<file path="src/rtl/sdram_guard_pkg.sv">
package sdram_guard_pkg;
  localparam int REG_W    = 32;
  localparam int CMD_W    = 3;
  localparam int CNT_W    = 4;
  localparam int NUM_GAPS = 6;
  localparam int MAX_CL   = 7;

  localparam logic [REG_W-1:0] CFG_MASK  = 32'h7FF7_7770;
  localparam logic [REG_W-1:0] CFG_RESET = 32'h2A73_3225 & CFG_MASK;

  localparam logic [CMD_W-1:0] CMD_ACT = 3'd1;
  localparam logic [CMD_W-1:0] CMD_RD  = 3'd2;
  localparam logic [CMD_W-1:0] CMD_WR  = 3'd3;
  localparam logic [CMD_W-1:0] CMD_PRE = 3'd4;
  localparam logic [CMD_W-1:0] CMD_REF = 3'd5;

  localparam int G_RC  = 0;
  localparam int G_RAS = 1;
  localparam int G_RP  = 2;
  localparam int G_RCD = 3;
  localparam int G_RRD = 4;
  localparam int G_DPL = 5;

  typedef struct packed {
    logic [2:0] cl;
    logic [3:0] rc;
    logic [3:0] ras;
    logic [2:0] rp;
    logic [2:0] rcd;
    logic [2:0] rrd;
    logic [2:0] dpl;
  } timing_t;

  function automatic timing_t unpack_cfg(logic [REG_W-1:0] r);
    timing_t t;
    t.cl  = r[30:28];
    t.rc  = r[27:24];
    t.ras = r[23:20];
    t.rp  = r[18:16];
    t.rcd = r[14:12];
    t.rrd = r[10:8];
    t.dpl = r[6:4];
    return t;
  endfunction

  function automatic logic cfg_legal(timing_t t);
    return (t.cl > 3'd1) && (t.rc != 4'd0) && (t.ras != 4'd0) &&
           (t.rp != 3'd0) && (t.rcd != 3'd0) && (t.rrd != 3'd0) &&
           (t.dpl != 3'd0);
  endfunction

  // 3-bit code n -> n clocks -> reload n-1
  function automatic logic [CNT_W-1:0] reload3(logic [2:0] c);
    return CNT_W'(c) - CNT_W'(1);
  endfunction

  // 4-bit code n -> n+1 clocks -> reload n
  function automatic logic [CNT_W-1:0] reload4(logic [3:0] c);
    return CNT_W'(c);
  endfunction
endpackage

</file>
<file path="src/rtl/gap_timer.sv">
module gap_timer #(
  parameter int W = 4
) (
  input  logic         clk,
  input  logic         rst_n,
  input  logic         load,
  input  logic [W-1:0] reload,
  output logic         idle
);
  logic [W-1:0] count_q;

  always_ff @(posedge clk) begin
    if (!rst_n)
      count_q <= '0;
    else if (load)
      count_q <= reload;
    else if (count_q != '0)
      count_q <= count_q - W'(1);
  end

  assign idle = (count_q == '0);
endmodule

</file>
<file path="src/rtl/cfg_bank.sv">
module cfg_bank
  import sdram_guard_pkg::*;
(
  input  logic             clk,
  input  logic             rst_n,
  input  logic             wr_en,
  input  logic [REG_W-1:0] wr_data,
  input  logic             apply,
  output logic [REG_W-1:0] stage_out,
  output logic [REG_W-1:0] active_out,
  output logic             load_err
);
  logic [REG_W-1:0] stage_q, active_q;
  logic             apply_q, err_q;
  logic             rise, ok;

  assign rise = apply && !apply_q;
  assign ok   = cfg_legal(unpack_cfg(stage_q));

  always_ff @(posedge clk) begin
    if (!rst_n) begin
      stage_q  <= CFG_RESET;
      active_q <= CFG_RESET;
      apply_q  <= 1'b0;
      err_q    <= 1'b0;
    end else begin
      apply_q <= apply;
      err_q   <= rise && !ok;
      if (rise && ok)
        active_q <= stage_q;
      if (wr_en)
        stage_q <= wr_data & CFG_MASK;
    end
  end

  assign stage_out  = stage_q;
  assign active_out = active_q;
  assign load_err   = err_q;
endmodule

</file>
<file path="src/rtl/read_pipe.sv">
module read_pipe #(
  parameter int DEPTH = 7
) (
  input  logic       clk,
  input  logic       rst_n,
  input  logic       fire,
  input  logic [2:0] cl,
  output logic       valid_out
);
  logic [DEPTH-1:0] shreg;

  always_ff @(posedge clk) begin
    if (!rst_n)
      shreg <= '0;
    else
      shreg <= {shreg[DEPTH-2:0], fire};
  end

  always_comb begin
    valid_out = 1'b0;
    for (int i = 0; i < DEPTH; i++)
      if (32'(cl) == i + 1)
        valid_out = shreg[i];
  end
endmodule

</file>
<file path="src/rtl/sdram_cmd_guard.sv">
module sdram_cmd_guard
  import sdram_guard_pkg::*;
(
  input  logic             clk,
  input  logic             rst_n,
  input  logic             cfg_wr_en,
  input  logic [REG_W-1:0] cfg_wr_data,
  input  logic             cfg_apply,
  output logic [REG_W-1:0] cfg_rd_data,
  output logic             load_err,
  input  logic             cmd_valid,
  input  logic [CMD_W-1:0] cmd_code,
  output logic             cmd_ready,
  output logic [2:0]       cas_latency,
  output logic             rd_valid
);
  logic [REG_W-1:0] active_cfg;
  timing_t          tm;
  logic             accept;
  logic             issue_act, issue_rd, issue_wr, issue_pre, issue_ref;
  logic             act_open_q;
  logic [NUM_GAPS-1:0] gap_load, gap_idle;
  logic [CNT_W-1:0]    gap_reload [NUM_GAPS];

  cfg_bank u_cfg (
    .clk        (clk),
    .rst_n      (rst_n),
    .wr_en      (cfg_wr_en),
    .wr_data    (cfg_wr_data),
    .apply      (cfg_apply),
    .stage_out  (cfg_rd_data),
    .active_out (active_cfg),
    .load_err   (load_err)
  );

  assign tm = unpack_cfg(active_cfg);

  assign accept    = cmd_valid && cmd_ready;
  assign issue_act = accept && (cmd_code == CMD_ACT);
  assign issue_rd  = accept && (cmd_code == CMD_RD);
  assign issue_wr  = accept && (cmd_code == CMD_WR);
  assign issue_pre = accept && (cmd_code == CMD_PRE);
  assign issue_ref = accept && (cmd_code == CMD_REF);

  always_comb begin
    gap_load[G_RC]    = issue_ref;
    gap_load[G_RAS]   = issue_act;
    gap_load[G_RP]    = issue_pre;
    gap_load[G_RCD]   = issue_act;
    gap_load[G_RRD]   = issue_act;
    gap_load[G_DPL]   = issue_wr;
    gap_reload[G_RC]  = reload4(tm.rc);
    gap_reload[G_RAS] = reload4(tm.ras);
    gap_reload[G_RP]  = reload3(tm.rp);
    gap_reload[G_RCD] = reload3(tm.rcd);
    gap_reload[G_RRD] = reload3(tm.rrd);
    gap_reload[G_DPL] = reload3(tm.dpl);
  end

  for (genvar g = 0; g < NUM_GAPS; g++) begin : g_gap
    gap_timer #(.W(CNT_W)) u_timer (
      .clk    (clk),
      .rst_n  (rst_n),
      .load   (gap_load[g]),
      .reload (gap_reload[g]),
      .idle   (gap_idle[g])
    );
  end

  always_ff @(posedge clk) begin
    if (!rst_n)
      act_open_q <= 1'b0;
    else if (issue_act)
      act_open_q <= 1'b1;
    else if (issue_rd || issue_wr)
      act_open_q <= 1'b0;
  end

  always_comb begin
    case (cmd_code)
      CMD_ACT: cmd_ready = gap_idle[G_RC] && gap_idle[G_RP] &&
                           gap_idle[G_RRD] && !act_open_q;
      CMD_RD,
      CMD_WR:  cmd_ready = gap_idle[G_RCD];
      CMD_PRE: cmd_ready = gap_idle[G_RAS] && gap_idle[G_DPL];
      CMD_REF: cmd_ready = gap_idle[G_RC];
      default: cmd_ready = 1'b0;
    endcase
  end

  read_pipe #(.DEPTH(MAX_CL)) u_rdpipe (
    .clk       (clk),
    .rst_n     (rst_n),
    .fire      (issue_rd),
    .cl        (tm.cl),
    .valid_out (rd_valid)
  );

  assign cas_latency = tm.cl;
endmodule

</file>
<file path="config.mk">
export PLATFORM = sky130hd
export DESIGN_NAME = sdram_cmd_guard
export DESIGN_NICKNAME = d
export VERILOG_FILES = /design/src/rtl/sdram_guard_pkg.sv /design/src/rtl/gap_timer.sv /design/src/rtl/cfg_bank.sv /design/src/rtl/read_pipe.sv /design/src/rtl/sdram_cmd_guard.sv
export SDC_FILE = /design/constraint.sdc
export NUM_CORES = 1
export LEC_CHECK = 0
export CAP_MARGIN = 5
export CORE_UTILIZATION = 45
export CTS_CLUSTER_DIAMETER = 120
export DETAILED_ROUTE_END_ITERATION = 6
export PLACE_DENSITY_LB_ADDON = 0.08
export SYNTH_ARGS = -nofsm -noshare
export SYNTH_HDL_FRONTEND = slang
export SYNTH_SLANG_ARGS = --single-unit
</file>
<file path="constraint.sdc">
create_clock -name clk -period 2.9 [get_ports clk]
set_input_delay 0.435 -clock clk [delete_from_list [all_inputs] [get_ports clk]]
set_output_delay 0.435 -clock clk [all_outputs]
set_load 0.005 [all_outputs]
</file>
==> impl_metrics.yaml, run 1 <==
critical_path:
  slowest_stage: "clkdlybuf4s50_1"
  cp.arrival_ns: 2.22
  critPathMaxFanout: 6
  worst-path-buf-inv: 2
  crit_path_end_kind: "primary output"
  cpLargestDelayFamily: "buffers and inverters"
  worstPathRequired_ns: 2.47
  slowest_delay_ns: 0.49
  crit_chain: "inv_1 -> ha_1 -> nor3b_4 -> a21oi_1 -> a211oi_1 -> a21o_1 -> clkdlybuf4s50_1"
  critPathKind: "reg -> out"
  start_kind: "flip-flop"
route:
  vias: 2706
  drc: 0
  dr.pass1.iters: 4
  drt-initial-drc-count: 85
  antenna_left: 0
  wl_per_cell_um: 13.75
  wl_um: 7314
  vias_per_cell: 5.086
logic_synthesis:
  synthArstFlopShare: 0
  syn_area_um2: 3696
  synthSimpleGateAreaFrac: 0.2261
  syn_avg_cell_area_um2: 10.02
  synthXorXnorAreaFrac: 0.01185
  synth-adder-area-share: 0.02708
  ys_seq_area_frac: 0.4333
  yosysTopAreaCell: "dfxtp_1"
  yosysMostFrequentCell: "dfxtp_1"
  synth_top_family_by_area: "simple AND/OR/NAND/NOR gates"
  synth.top_cells.by_count: "80 x dfxtp_1, 54 x mux2i_1, 43 x nand2_1, 28 x nor2b_1"
  syn_inst: 369
  ys.flop_type: "dfxtp_1"
  muxShareOfSynthArea: 0.1584
  synth-compound-area-share: 0.08429
  synth_edf_count: 0
  netlist_top_cells_area: "dfxtp_1 43%, mux2i_1 15%, nor2b_1 4.7%"
  synth-warning-count: 0
  yosysTopAreaCellShare: 0.4333
  synth.distinct_cells: 55
  ys_ff_latch: 80
cells_and_area:
  n_antenna_cell: 0
  final_cell_area_um2: 4529
  filler_cell_count: 744
  nets: 475
  drive_gt1_frac: 0.08837
  area_growth_syn_to_layout_pct: 22.55
  final_core_util: 0.5772
sta:
  fmax_ghz: 0.3771
  layout_min_cycle_time_ns: 2.652
  worst_slew_pin_slew_ns: 0.5993
  min_period_over_period: 0.9143
  hold_violations: 0
  rsz0062_at_grt: "no"
  fin_worst_skew_ns: 0.01058
  finalSetupViolations: 0
  maxSlewHeadroom: 0.5994
  tns_ns: 0
  slew_violations: 0
global_routing:
  grt_pass1_wl_um: 12390
  grt.total_usage: 0.1848
  grt_max_degree: 34
  antenna_found_initial: 0
  grt-ovfl-total: 0
  grt_pass1_vias: 2550
  grtUsageMet2: 0.2691
  busiest_layer: "met2"
  use_met3: 0.03366
  use_met1: 0.2645
power_and_ir_drop:
  p_leak_nw: 1.918
  pwr-share-clk: 0.268
  power.total_w: 0.003290
  p_switching_w: 0.0009915
  p_int_w: 0.002298
  p_per_area_nw_per_um2: 726.3
  pwr-share-comb: 0.303
  swShare: 0.3014
  irDropWorstVdd_uv: 306.6
  sequentialPowerShare: 0.429
worst_hold_path:
  hold_path.class: "reg -> reg"
placement:
  dp_hpwl_um: 5271
  port_buffers: 59
  gp_congestion: 0.7266
  dpl_cell_area_um2: 4315
floorplanning:
  io_pins: 78
  start_util: 0.4710
  rows: 32
  dieArea_um2: 8579
  die_w_um: 92.63
  die_y_um: 92.63
  core_area_um2: 7848
cts:
  cts_htree_levels: 3
  clk_latency_ns: 0.34
  cts_tree: "done"
  cts_hold_buf: 0
  path_clk_slew_ns: 0.08
  cts_sinks: 80
  cts_buffer_depth: 2
  root_buffer: "clkbuf_8"
  cts-buffers-inserted: 9
job:
  drv_cap: 0
run_status:
  status: "completed"
[power by group through the flow]
| stage | combinational, W | sequential [W] | clock, W |
|---|---|---|---|
| floorplan | 0.000765 | 0.00140 | 0 |
| global placement | 0.000975 | 0.00143 | 0 |
| detailed placement | 0.000995 | 0.00143 | 0 |
| CTS | 0.00100 | 0.00141 | 0.000904 |
| global route | 0.00114 | 0.00143 | 0.000941 |
| finish | 0.000998 | 0.00141 | 0.000881 |
[metal layers]
layer | up-vias | wire length (um) | part of all wire
li1 | 1383 | - | -
met1 | 1260 | 3849 | 0.53
met2 | 51 | 3062 | 0.42
met3 | 12 | 264 | 0.036
met4 | 0 | 138 | 0.019
met5 | - | 0 | 0
[cell type report]
cell class	instances	area, um^2	share of cell area
clock inverters	4	70.07	0.01547
repair buffers	68	653.1	0.1442
inverters	6	22.52	0.004972
flip-flops and latches	80	1602	0.3536
multi-input cells	262	1917	0.4232
well taps	102	127.6	0.02818
clock buffers	10	137.6	0.03039
[state kept, by name (all words and copies together) (netlist names)]
register / flops
u_rdpipe.shreg: 7
u_cfg.active_out: 23
u_cfg.apply_q: 1
u_cfg.stage_out: 23
u_cfg.load_err: 1
g_gap.u_timer.count_q: 24
act_open_q: 1
[path summary, 6_finish.rpt]
check	from	endpoint	slack [ns]	cells past startpoint
setup / recovery	g_gap[1].u_timer.count_q[0]$_SDFFE_PN0P_	cmd_ready	0.25	7
hold / removal	u_rdpipe.shreg[1]$_SDFF_PN0_	u_rdpipe.shreg[2]$_SDFF_PN0_	0.46	1
setup reg to reg	g_gap[0].u_timer.count_q[0]$_SDFFE_PN0P_	g_gap[4].u_timer.count_q[2]$_SDFFE_PN0P_	0.62	10
hold reg to reg	u_rdpipe.shreg[1]$_SDFF_PN0_	u_rdpipe.shreg[2]$_SDFF_PN0_	0.46	1
[layout by cell type (no fill, tap or decap), drive strengths merged, types with 2 or more instances in the layout]
cell | Yosys | final
buf | 18 | 10
nor3 | 11 | 11
mux2 | 2 | 2
nor2b | 28 | 28
o211a | 2 | 2
or4 | 3 | 3
clkinv | 0 | 2
nand2b | 5 | 5
dfxtp | 80 | 80
o21a | 2 | 2
o311ai | 2 | 2
bufinv | 0 | 2
nand4 | 3 | 3
clkbuf | 11 | 10
a21boi | 8 | 8
nand2 | 43 | 43
a211o | 2 | 2
or3 | 3 | 3
inv | 6 | 6
o22ai | 2 | 2
clkdlybuf4s50 | 0 | 58
nor2 | 13 | 13
o21ai | 3 | 3
ha | 8 | 8
a21oi | 13 | 13
mux2i | 54 | 54
nand3 | 3 | 3
o31ai | 3 | 3
xnor2 | 4 | 4
nor4 | 8 | 8
and2 | 9 | 9
nor3b | 4 | 4
conb | 1 | 9
[timing repair]
item / in CTS / in global routing
endpoints found under the setup margin: 0 / 1
gates resized for setup: 0 / 1
setup buffers: 0 / 0
[logic make-up after synthesis]
logic type,count (synthesis)
AND/OR/NAND/NOR,138
flip-flops,80
multiplexers,57
AO/OA/AOI/OAI,45
buffers and inverters,35
adder cells (fa/ha/maj),8
XOR/XNOR,5
other,1
[per-stage QoR]
step	cells	hold slack [ns]	worst slack [ns]
6_report	532	0.4624	0.2484
5_1_grt	532	0.4840	0.08428
4_1_cts	532	0.4679	0.1156
3_5_place_dp	518	0.4497	0.2264
3_3_place_gp	518	0.4338	0.2568
2_1_floorplan	377	0.4239	0.7549
(Power assumes the default switching activity.)
==> run 2: changes to the inputs <==
ABC_CLOCK_PERIOD_IN_PS = 2900   (was default)
CORE_ASPECT_RATIO = 1.2   (was default)
==> impl_metrics.yaml, run 2 (synthesis results as in run 1) <==
critical_path:
  crit_path_end_kind: "primary output"
  cp.arrival_ns: 2.18
  reg2reg_from: "g_gap[0].u_timer.count_q[0]$_SDFFE_PN0P_"
  worstPathRequired_ns: 2.47
  r2r-end: "g_gap[3].u_timer.count_q[1]$_SDFFE_PN0P_"
  reg2regPathDepth: 10
  critPathKind: "reg -> out"
  r2r_slack_ns: 0.56
  critPathMaxFanout: 3
  start_kind: "flip-flop"
route:
  drt-initial-drc-count: 118
  drc: 3
  dr.pass1.iters: 6
  wl_per_cell_um: 14.35
  wl_um: 7533
  antenna_left: 0
  vias: 2703
  vias_per_cell: 5.149
placement:
  gp_congestion: 0.7601
  dpl_cell_area_um2: 4318
  placed_cells: 510
  dp_hpwl_um: 5476
  port_buffers: 59
worst_hold_path:
  min_from: "rst_n"
  worst_hold_path.endpoint: "u_cfg.active_out[22]$_SDFFE_PN1P_"
  hold_path.class: "in -> reg"
  whs_path_depth: 2
floorplanning:
  io_pins: 78
  rows: 35
  die_w_um: 84.73
  dieArea_um2: 8581
  die_y_um: 101.3
  core_area_um2: 7839
  start_util: 0.4715
power_and_ir_drop:
  p_leak_nw: 1.906
  irDropWorstVdd_uv: 278.4
  power.total_w: 0.003165
  p_per_area_nw_per_um2: 703.6
global_routing:
  grt-ovfl-total: 0
  grt.total_usage: 0.1907
  antenna_found_initial: 0
  grt_max_degree: 35
  grt_pass1_wl_um: 12710
  grt_pass1_vias: 2591
sta:
  tns_ns: 0
  hold_violations: 0
  slew_violations: 0
  layout_min_cycle_time_ns: 2.618
  worst_slew_pin_slew_ns: 0.6333
  fin_worst_skew_ns: 0.01046
  fmax_ghz: 0.3819
  rsz0062_at_grt: "no"
  min_period_over_period: 0.9029
  finalSetupViolations: 0
  maxSlewHeadroom: 0.5767
cts:
  cts_hold_buf: 0
  cts_tree: "done"
  cts_htree_levels: 3
  path_clk_slew_ns: 0.08
  cts_resized: 0
  cts_buffer_depth: 2
  cts_sinks: 80
  post-cts-setup-buffer-count: 0
  root_buffer: "clkbuf_8"
  clk_latency_ns: 0.35
  cts-buffers-inserted: 9
cells_and_area:
  filler_cell_count: 720
  area_growth_syn_to_layout_pct: 21.70
  n_antenna_cell: 0
  final_common_cell: "dfxtp_1"
  drive_gt1_frac: 0.09469
  final_cell_area_um2: 4498
  largest_register_ffs: 24
  layout_common_cells: "80 x dfxtp_1, 58 x clkdlybuf4s50_1, 54 x mux2i_1"
  nets: 477
  largest_register: "g_gap.u_timer.count_q"
  layout.cells.non_filler: 525
run_status:
  status: "finished, violations left"
  violations: "design-rule violations"
job:
  drv_cap: 0
==> run 2: cell count changes in the layout (fill, tap and decap cells not counted), sizes merged <==
cell | before | now
bufinv | 2 | 0
clkbuf | 10 | 11
inv | 6 | 7
buf | 10 | 12
clkinv | 2 | 1
clkinvlp | 0 | 2
==> run 2: how the worst max path moves through the flow <==
stage	start	to	slack, ns	cells past startpoint
after floorplan	g_gap[0].u_timer.count_q[0]$_SDFFE_PN0P_	g_gap[4].u_timer.count_q[2]$_SDFFE_PN0P_	0.75	10
after global placement	cmd_code[0]	g_gap[3].u_timer.count_q[1]$_SDFFE_PN0P_	0.31	9
after detailed placement	cmd_code[0]	g_gap[3].u_timer.count_q[1]$_SDFFE_PN0P_	0.18	9
after CTS	g_gap[1].u_timer.count_q[0]$_SDFFE_PN0P_	cmd_ready	0.25	7
after global routing	g_gap[1].u_timer.count_q[0]$_SDFFE_PN0P_	cmd_ready	0.06	7
final	g_gap[1].u_timer.count_q[0]$_SDFFE_PN0P_	cmd_ready	0.28	7
==> run 2: metrics by stage <==
| stage | hold WS [ns] | util | setup slack (ns) |
|---|---|---|---|
| after CTS | 0.4261 | 0.5738 | 0.2477 |
| after floorplan | 0.4239 | - | 0.7549 |
| after detailed placement | 0.4460 | 0.5508 | 0.1751 |
| final | 0.4415 | 0.5738 | 0.2817 |
| after global routing | 0.4394 | 0.5738 | 0.06082 |
| after global placement | 0.4401 | 0.5508 | 0.3050 |
==> run 2: where the power goes <==
| group | internal (W) | switching (W) | leakage [nW] | total, W |
|---|---|---|---|---|
| Sequential | 0.00124 | 0.000166 | 0.656 | 0.00141 |
| Combinational | 0.000553 | 0.000451 | 1.16 | 0.00100 |
| Clock | 0.000355 | 0.000399 | 0.0878 | 0.000753 |
| Total | 0.00215 | 0.00102 | 1.91 | 0.00317 |
==> run 2: critical path: stages (launching register included) <==
cell,delay (ns)
dfxtp_1,0.33
inv_1,0.08
ha_1,0.16
nor3b_2,0.27
a21oi_1,0.11
a211oi_1,0.23
a21o_1,0.16
clkdlybuf4s50_1,0.50
==> run 2: cell type report <==
| cell class | instances | area (um^2) | area share |
|---|---|---|---|
| clock buffers | 11 | 151.4 | 0.03366 |
| clock inverters | 4 | 28.78 | 0.006398 |
| inverters | 6 | 22.52 | 0.005007 |
| multi-input cells | 262 | 1911 | 0.4248 |
| flip-flops and latches | 80 | 1602 | 0.3561 |
| well taps | 92 | 115.1 | 0.02559 |
| repair buffers | 70 | 668.1 | 0.1485 |
==> run 2: routing by layer <==
layer  GRT usage  routed length [um]  vias to the layer above
li1            -                   -                     1390
met1      0.2513                3727                     1253
met2      0.3021                3434                       55
met3     0.04808                 312                        5
met4     0.07432                  59                        0
met5           0                   0                        -
